### src/rtl/pccc_pkg.sv
package pccc_pkg;
  localparam int unsigned RSC_MEM = 3;
  // bit i is the coefficient of D^i
  localparam logic [RSC_MEM:0] FB_POLY_DEF = 4'b1101; // 1+D^2+D^3
  localparam logic [RSC_MEM:0] FF_POLY_DEF = 4'b1011; // 1+D+D^3

  typedef enum logic {PH_DATA = 1'b0, PH_TAIL = 1'b1} phase_t;

  typedef struct packed {
    logic x;
    logic y1;
    logic x2;
    logic y2;
    logic tail;
    logic sob;
    logic eob;
  } beat_t;
endpackage

### src/rtl/rsc_encoder.sv
module rsc_encoder #(
  parameter int unsigned     MEM     = 3,
  parameter logic [MEM:0]    FB_POLY = 4'b1101,
  parameter logic [MEM:0]    FF_POLY = 4'b1011
) (
  input  logic           clk,
  input  logic           rst_n,
  input  logic           step,
  input  logic           term,
  input  logic           u_in,
  output logic           sys_out,
  output logic           par_out,
  output logic [MEM-1:0] state_out
);
  // dly[i] holds the value delayed by i+1 steps
  logic [MEM-1:0] dly;
  logic           fb;
  logic           a_in;
  logic           par;

  always_comb begin
    fb = 1'b0;
    for (int i = 1; i <= int'(MEM); i++) begin
      fb = fb ^ (FB_POLY[i] & dly[i-1]);
    end
  end

  // in termination the input equals the feedback, so the register input is zero
  assign a_in    = term ? 1'b0 : (u_in ^ fb);
  assign sys_out = term ? fb : u_in;

  always_comb begin
    par = FF_POLY[0] & a_in;
    for (int i = 1; i <= int'(MEM); i++) begin
      par = par ^ (FF_POLY[i] & dly[i-1]);
    end
  end
  assign par_out = par;

  always_ff @(posedge clk or negedge rst_n) begin
    if (!rst_n) begin
      dly <= '0;
    end else if (step) begin
      dly <= {dly[MEM-2:0], a_in};
    end
  end

  assign state_out = dly;

  // a tail step never shifts a one into the register
  p_tail_shift_zero_r5: assert property (@(posedge clk) disable iff (!rst_n)
    (step && term) |=> (dly[0] == 1'b0));
endmodule

### src/rtl/pccc_ctrl.sv
module pccc_ctrl
  import pccc_pkg::*;
#(
  parameter int unsigned MEM = 3
) (
  input  logic clk,
  input  logic rst_n,
  input  logic in_valid,
  input  logic in_eob,
  input  logic slot_free,
  output logic in_ready,
  output logic load,
  output logic term,
  output logic last_tail,
  output logic accept
);
  localparam int unsigned TW = (MEM > 1) ? $clog2(MEM) : 1;
  localparam logic [TW-1:0] TLAST = TW'(MEM - 1);

  phase_t        phase;
  logic [TW-1:0] tcnt;
  logic          tail_load;

  assign in_ready  = (phase == PH_DATA) && slot_free;
  assign accept    = in_valid && in_ready;
  assign tail_load = (phase == PH_TAIL) && slot_free;
  assign load      = accept || tail_load;
  assign term      = (phase == PH_TAIL);
  assign last_tail = tail_load && (tcnt == TLAST);

  always_ff @(posedge clk or negedge rst_n) begin
    if (!rst_n) begin
      phase <= PH_DATA;
      tcnt  <= '0;
    end else if (accept && in_eob) begin
      phase <= PH_TAIL;
      tcnt  <= '0;
    end else if (tail_load) begin
      if (tcnt == TLAST) begin
        phase <= PH_DATA;
        tcnt  <= '0;
      end else begin
        tcnt <= tcnt + 1'b1;
      end
    end
  end

  p_tcnt_range_r4: assert property (@(posedge clk) disable iff (!rst_n)
    (phase == PH_TAIL) |-> (tcnt <= TLAST));
  p_eob_enters_tail_r4: assert property (@(posedge clk) disable iff (!rst_n)
    (accept && in_eob) |=> (!in_ready && term));
endmodule

### src/rtl/pccc_outstage.sv
module pccc_outstage
  import pccc_pkg::*;
(
  input  logic  clk,
  input  logic  rst_n,
  input  logic  load,
  input  beat_t beat_in,
  input  logic  out_ready,
  output logic  out_valid,
  output beat_t beat_out,
  output logic  slot_free
);
  assign slot_free = !out_valid || out_ready;

  always_ff @(posedge clk or negedge rst_n) begin
    if (!rst_n) begin
      out_valid <= 1'b0;
      beat_out  <= '0;
    end else if (load) begin
      out_valid <= 1'b1;
      beat_out  <= beat_in;
    end else if (out_ready) begin
      out_valid <= 1'b0;
    end
  end

  p_stall_hold_r7: assert property (@(posedge clk) disable iff (!rst_n)
    (out_valid && !out_ready) |=> (out_valid && $stable(beat_out)));
  p_reset_idle_r1: assert property (@(posedge clk) disable iff (!rst_n)
    $rose(rst_n) |-> !out_valid);
endmodule

### src/rtl/pccc_encoder.sv
module pccc_encoder
  import pccc_pkg::*;
(
  input  logic clk,
  input  logic rst_n,
  input  logic in_valid,
  output logic in_ready,
  input  logic in_nat,
  input  logic in_ilv,
  input  logic in_sob,
  input  logic in_eob,
  output logic out_valid,
  input  logic out_ready,
  output logic out_x,
  output logic out_y1,
  output logic out_x2,
  output logic out_y2,
  output logic out_tail,
  output logic out_sob,
  output logic out_eob
);
  localparam int unsigned NENC = 2;

  logic load, term, last_tail, accept, slot_free;
  logic [NENC-1:0] u_vec, sys_vec, par_vec;
  logic [RSC_MEM-1:0] st [NENC];
  beat_t nxt, cur;

  pccc_ctrl #(.MEM(RSC_MEM)) u_ctrl (
    .clk(clk), .rst_n(rst_n), .in_valid(in_valid), .in_eob(in_eob),
    .slot_free(slot_free), .in_ready(in_ready), .load(load), .term(term),
    .last_tail(last_tail), .accept(accept)
  );

  assign u_vec = {in_ilv, in_nat};

  for (genvar g = 0; g < NENC; g++) begin : g_enc
    rsc_encoder #(.MEM(RSC_MEM), .FB_POLY(FB_POLY_DEF), .FF_POLY(FF_POLY_DEF)) u_rsc (
      .clk(clk), .rst_n(rst_n), .step(load), .term(term), .u_in(u_vec[g]),
      .sys_out(sys_vec[g]), .par_out(par_vec[g]), .state_out(st[g])
    );
  end

  always_comb begin
    nxt.x    = sys_vec[0];
    nxt.y1   = par_vec[0];
    nxt.x2   = term ? sys_vec[1] : 1'b0;
    nxt.y2   = par_vec[1];
    nxt.tail = term;
    nxt.sob  = accept && in_sob;
    nxt.eob  = last_tail;
  end

  pccc_outstage u_out (
    .clk(clk), .rst_n(rst_n), .load(load), .beat_in(nxt),
    .out_ready(out_ready), .out_valid(out_valid), .beat_out(cur), .slot_free(slot_free)
  );

  assign out_x    = cur.x;
  assign out_y1   = cur.y1;
  assign out_x2   = cur.x2;
  assign out_y2   = cur.y2;
  assign out_tail = cur.tail;
  assign out_sob  = cur.sob;
  assign out_eob  = cur.eob;

  p_zero_after_tail_r5: assert property (@(posedge clk) disable iff (!rst_n)
    last_tail |=> ((st[0] == '0) && (st[1] == '0)));
  p_x2_data_zero_r9: assert property (@(posedge clk) disable iff (!rst_n)
    (out_valid && !out_tail) |-> !out_x2);
  p_markers_apart_r6: assert property (@(posedge clk) disable iff (!rst_n)
    out_valid |-> !(out_sob && (out_eob || out_tail)));
endmodule

### config.mk
export PLATFORM = sky130hd
export DESIGN_NAME = pccc_encoder
export DESIGN_NICKNAME = d
export VERILOG_FILES = /design/src/rtl/pccc_pkg.sv /design/src/rtl/rsc_encoder.sv /design/src/rtl/pccc_ctrl.sv /design/src/rtl/pccc_outstage.sv /design/src/rtl/pccc_encoder.sv
export SDC_FILE = /design/constraint.sdc
export NUM_CORES = 1
export LEC_CHECK = 0
export BUFFER_PORTS_ARGS = -buffer_cell sky130_fd_sc_hd__clkbuf_2
export CAP_MARGIN = 20
export CORE_MARGIN = 8
export CORE_UTILIZATION = 47
export CTS_BUF_LIST = sky130_fd_sc_hd__clkbuf_16
export DETAILED_ROUTE_END_ITERATION = 12
export GPL_TIMING_DRIVEN = 0
export PLACE_DENSITY = 0.8
export SLEW_MARGIN = 20
export SYNTH_ARGS = -nofsm -noshare
export SYNTH_HDL_FRONTEND = slang
export SYNTH_SLANG_ARGS = --single-unit
### constraint.sdc
create_clock -name clk -period 1.4 [get_ports clk]
set_clock_uncertainty 0.05 [all_clocks]
set_input_delay 0.07 -clock clk [delete_from_list [all_inputs] [get_ports clk]]
set_output_delay 0.07 -clock clk [all_outputs]
set_load 0.02 [all_outputs]
Word level (Yosys, flattened, before mapping). Cells that the tools add are included.

Register bits: 17. Output and inout port bits: 9.

Add/subtract/negate cells: 1. Eq/ne operators: 1. Mux-type cells: 12. Bitwise operators: 9. Reduce and logical (&&, ||, !) cells: 13.

Operators with widths (count): $mux 1 (9); $xor 1x1->1 (8); $logic_and 1x1->1 (6); $mux 2 (3); $reduce_bool 2->1 (3); $add 2x1->2 const B (1); $eq 2x2->1 const B (1); $logic_or 1x1->1 (2); $reduce_and 2->1 (1); $logic_not 1->1 (1); $not 1->1 (1).

Depth between registers and ports, before layout.
Depth after elaboration: 7. Gate-level depth with buffers: 4. Mapped depth without buffers: 3.

Hierarchy. From an unflattened synthesis, not the netlist that was laid out.

Cells, all modules: 70. Area total of the unflattened synthesis: 858.3 sq um.

Modules (own cells, without submodules): rsc_encoder (instances 2, cells an instance 16, area an instance 170.2 sq um); pccc_outstage (instances 1, cells an instance 18, area an instance 329.1 sq um); pccc_ctrl (instances 1, cells an instance 18, area an instance 176.4 sq um); pccc_encoder (instances 1, cells an instance 2, area an instance 12.5 sq um).

Worst setup path before layout. OpenSTA, ideal clock, no wires.

Kind: flip-flop to flip-flop. From: reg u_out.out_valid. To: reg g_enc[0].u_rsc.dly[1]. Setup time: 125 ps. Data arrival time: 1272 ps. Required time: 1225 ps. Slack: -47 ps. Stages on the path, launching flop included: 5. Cells stage by stage: dfrtp_1 nor2b_1 buf_2 nor2_1 mux2_2.

Cells in the longest elaborated chain, start to end: 5. Elaborated cells between the ends (all ways): 6. Classes of those cells: reduce/logical (6).

Ends and longest elaborated chain: from (decl) (RTL line pccc_outstage.sv:9) `output logic out_valid,`; from (signal assigned) (RTL line pccc_outstage.sv:17) `out_valid <= 1'b0;`; from (signal assigned) (RTL line pccc_outstage.sv:20) `out_valid <= 1'b1;`; from (signal assigned) (RTL line pccc_outstage.sv:23) `out_valid <= 1'b0;`; $logic_not 1->1 (*) (RTL line pccc_outstage.sv:13) `assign slot_free = !out_valid || out_ready;`; $logic_or 1x1->1 (*) (RTL line pccc_outstage.sv:13); $logic_and 1x1->1 (RTL line pccc_ctrl.sv:24) `assign in_ready = (phase == PH_DATA) && slot_free;`; $logic_and 1x1->1 (RTL line pccc_ctrl.sv:25) `assign accept = in_valid && in_ready;`; $logic_or 1x1->1 (*) (RTL line pccc_ctrl.sv:27) `assign load = accept || tail_load;`; to (signal assigned) (RTL line rsc_encoder.sv:44) `dly <= {dly[MEM-2:0], a_in};`; to (decl) (RTL line rsc_encoder.sv:16) `logic [MEM-1:0] dly;`.

Mark *: on every way between the ends. The rest lies on a longest branch, timed or not. A chain may end at the register's enable or synchronous reset.

Worst setup path in the final report.
From: reg g_enc[1].u_rsc.dly[1]. To: reg u_out.beat_out[3] in the netlist's numbering.

Cells in the longest elaborated chain, start to end: 5.

Ends and longest elaborated chain: from (decl) (RTL line rsc_encoder.sv:16); from (signal assigned) (RTL line rsc_encoder.sv:44); $xor 1x1->1 (RTL line rsc_encoder.sv:24) `fb = fb ^ (FB_POLY[i] & dly[i-1]);`; $xor 1x1->1 (RTL line rsc_encoder.sv:29) `assign a_in = term ? 1'b0 : (u_in ^ fb);`; $mux 1 (RTL line rsc_encoder.sv:29); $xor 1x1->1 (2 in series) (RTL line rsc_encoder.sv:35) `par = par ^ (FF_POLY[i] & dly[i-1]);`; to (signal assigned) (RTL line pccc_outstage.sv:21) `beat_out <= beat_in;`; to (decl) (RTL line pccc_outstage.sv:10) `output beat_t beat_out,`.

No other way between the ends.

==> qor.csv <==
metric,value,unit
"commonest non-fill, non-tap cells in the layout","dfrtp_1 (16), clkbuf_2 (15), o21ai_0 (10)",
Fmax,738,MHz
final global-route overflow total,0,
outcome,"finished, final reports clean",
Die Y,58.1,um
Diodes inserted,0,
largest net degree at the start of global routing,18,
fin. max-slew vios,0,
IO Pins,17,
number of synthesized register bits,17,
Initial Util,48.9,%
Final period util,96.8,%
layout cells sized above 1,37.9,%
Synth area leader,dfrtp_1,
Via density,5.50,
"most common cell after layout, fill and taps aside",dfrtp_1,
number of core rows,15,
RePlAce Congestion,0.818,
fin nets,104,
port bufs,15,
Gate Count Post-Synth,75,
min Tclk post-route,1.36,ns
critical path class,register to register,
Leak,0.511,nW
RSZ-0062 raised after global routing,false,
Final HPWL DP,1260,um
worst slew pin tran,0.415,ns
total length of routed wires,1780,um
Peak VDD IR,1090,uV
synth unique cells,23,
"Max FO, Critical Path",4,
post-route ant nets,0,
Setup Viol. Count Final,0,
Die Area,3380,sq um
sequential element share of the synthesized area,51.0,%
gr usage total,11.2,%
DR pass1 iterations,6,
CP arrival,1.47,ns
Max-Cap Viols,0,
Clock Pin Slew Worst Setup and Hold Paths,0.05,ns
Inserted Clock Buffers,3,
Fin. Hold Viols,0,
Slowest cell on crit path,xor3_2,
total power,2.48,mW
DR DRC count,0,
initial antenna violation count,0,
Worst R2R Setup Slack,0.04,ns
PwrDens,2330,nW/um^2
wire per inst,14.9,um
H-tree depth,1,
Slew HR,72.3,%
largest stage delay on the critical path,0.48,ns
placed cells,115,
worst hold path type,primary input to register,
top post-synthesis cells by area,"dfrtp_1 (51%), mux2_2 (6.7%), o21ai_0 (6.0%)",
vias in the first global route,666,
DR vias,660,
Worst EP required,1.51,ns
fillers,141,
Synth top area share,51.0,%
Mapped Area,835,sq um
"Area growth, synth to finish",27.4,%
Post-Syn Area per Cell,11.1,sq um
Yosys warnings,0,
Initial DRC Count,13,
CTS tree,yes,
die width,58.1,um
startpoint types,register,
post-route insts no fill,120,
Setup crit end kind,register,
crit-path cells,"xor3_2, and3_1, o31ai_2",
CTS Buffer Depth,2,
clock sinks,17,
worst-skew pair later-pin latency,0.25,ns
post-synth net total,83,
global-route wire length before repair,2870,um
core box area,1710,sq um
clk root buf,clkbuf_16,
## area by class of cell
class                      count  area (sq um)  share of cell area (%)
sequential                    17           427                    40.1
multi-input combinational     52           409                    38.5
timing repair buffer          17          95.1                    8.94
clock buffer                   3          75.1                    7.06
buffer                         3          15.0                    1.41
tap                           25          31.3                    2.94
clock inverter                 1          3.75                   0.353
inverter                       2          7.51                   0.706
## layer usage
layer / up-vias / track usage [%] / part of all wire [%]
met5: - / 0 / 0
met4: 0 / 10.1 / 4.1
met3: 7 / 3.75 / 5.7
met2: 18 / 17.7 / 50
met1: 329 / 11.7 / 40
li1: 306 / - / -
## path summary, 6_finish.rpt
check,to,start,cells after the start
min,u_out.beat_out[1],in_sob,3
min reg2reg,u_ctrl.tcnt[0],u_ctrl.tcnt[0],1
max reg2reg,u_out.beat_out[3],g_enc[1].u_rsc.state_out[1],3
min in group asynchronous,g_enc[1].u_rsc.state_out[1],rst_n,2
max in group asynchronous,u_out.out_valid,rst_n,2
max,u_out.beat_out[3],g_enc[1].u_rsc.state_out[1],3
## cell families after synthesis
family | Yosys count | share of synthesized area, %
DFF | 17 | 51.0
and+or+nand+nor | 16 | 9.15
muxes | 5 | 6.75
AOI/OAI and AO/OA | 24 | 18.7
buffers and inverters | 6 | 3.30
xor gates and xnor gates | 7 | 11.1
## registers in the layout, summed over array words and instances (netlist names)
| name | flops |
|---|---|
| u_out.out_valid | 1 |
| u_out.beat_out | 7 |
| u_ctrl.tcnt | 2 |
| u_ctrl.term | 1 |
| g_enc.u_rsc.state_out | 6 |
## where the power goes
part	internal (mW)	switching [mW]	leakage (nW)
Sequential	0.694	0.179	0.214
Clock	0.379	0.180	0.0423
Combinational	0.478	0.568	0.255
## cell usage after synthesis
cell type,count
o21ai_0,10
and3_1,2
buf_2,3
dfrtp_1,17
xor2_1,3
a31oi_1,3
nor2_1,4
o2bb2ai_1,1
o21ai_2,1
o31ai_1,2
clkbuf_2,1
nand2b_1,1
nand2_1,5
mux2_2,5
a21oi_1,4
o31ai_2,2
nor2b_1,3
nand3_1,1
xor3_2,1
a32o_1,1
inv_1,2
xor3_1,1
xnor2_1,2
## metrics by stage
| step | setup slack, ns | utilization (%) | cell area [sq um] | hold WS [ns] | setup TNS [ns] |
|---|---|---|---|---|---|
| after floorplan | 0.0196 | - | 838 | -0.276 | 0 |
| after global placement | 0.0236 | 55.3 | 945 | -0.0317 | 0 |
| after detailed placement | 0.00865 | 55.3 | 945 | -0.0268 | 0 |
| after CTS | -0.00565 | 60.7 | 1040 | 0.0714 | -0.0105 |
| after global routing | 0.00728 | 62.3 | 1060 | 0.0890 | 0 |
| final | 0.0446 | 62.3 | 1060 | 0.0731 | 0 |
## what timing repair did
action | 4_1_cts | 5_1_grt
hold buffers | 1 | 0
setup buffers | 0 | 1
pin swaps | 0 | 1
endpoints found under the hold margin | 17 | 0
setup endpoints to repair | 3 | 7
resized for setup | 1 | 6
## worst max-delay path, delay by kind of cell, from the launching register on
family | cells | cell delay, ns
XOR/XNOR | 1 | 0.48
flip-flops | 1 | 0.38
AO/OA/AOI/OAI | 1 | 0.16
AND/OR/NAND/NOR | 1 | 0.19
(Power assumes the default switching activity.)
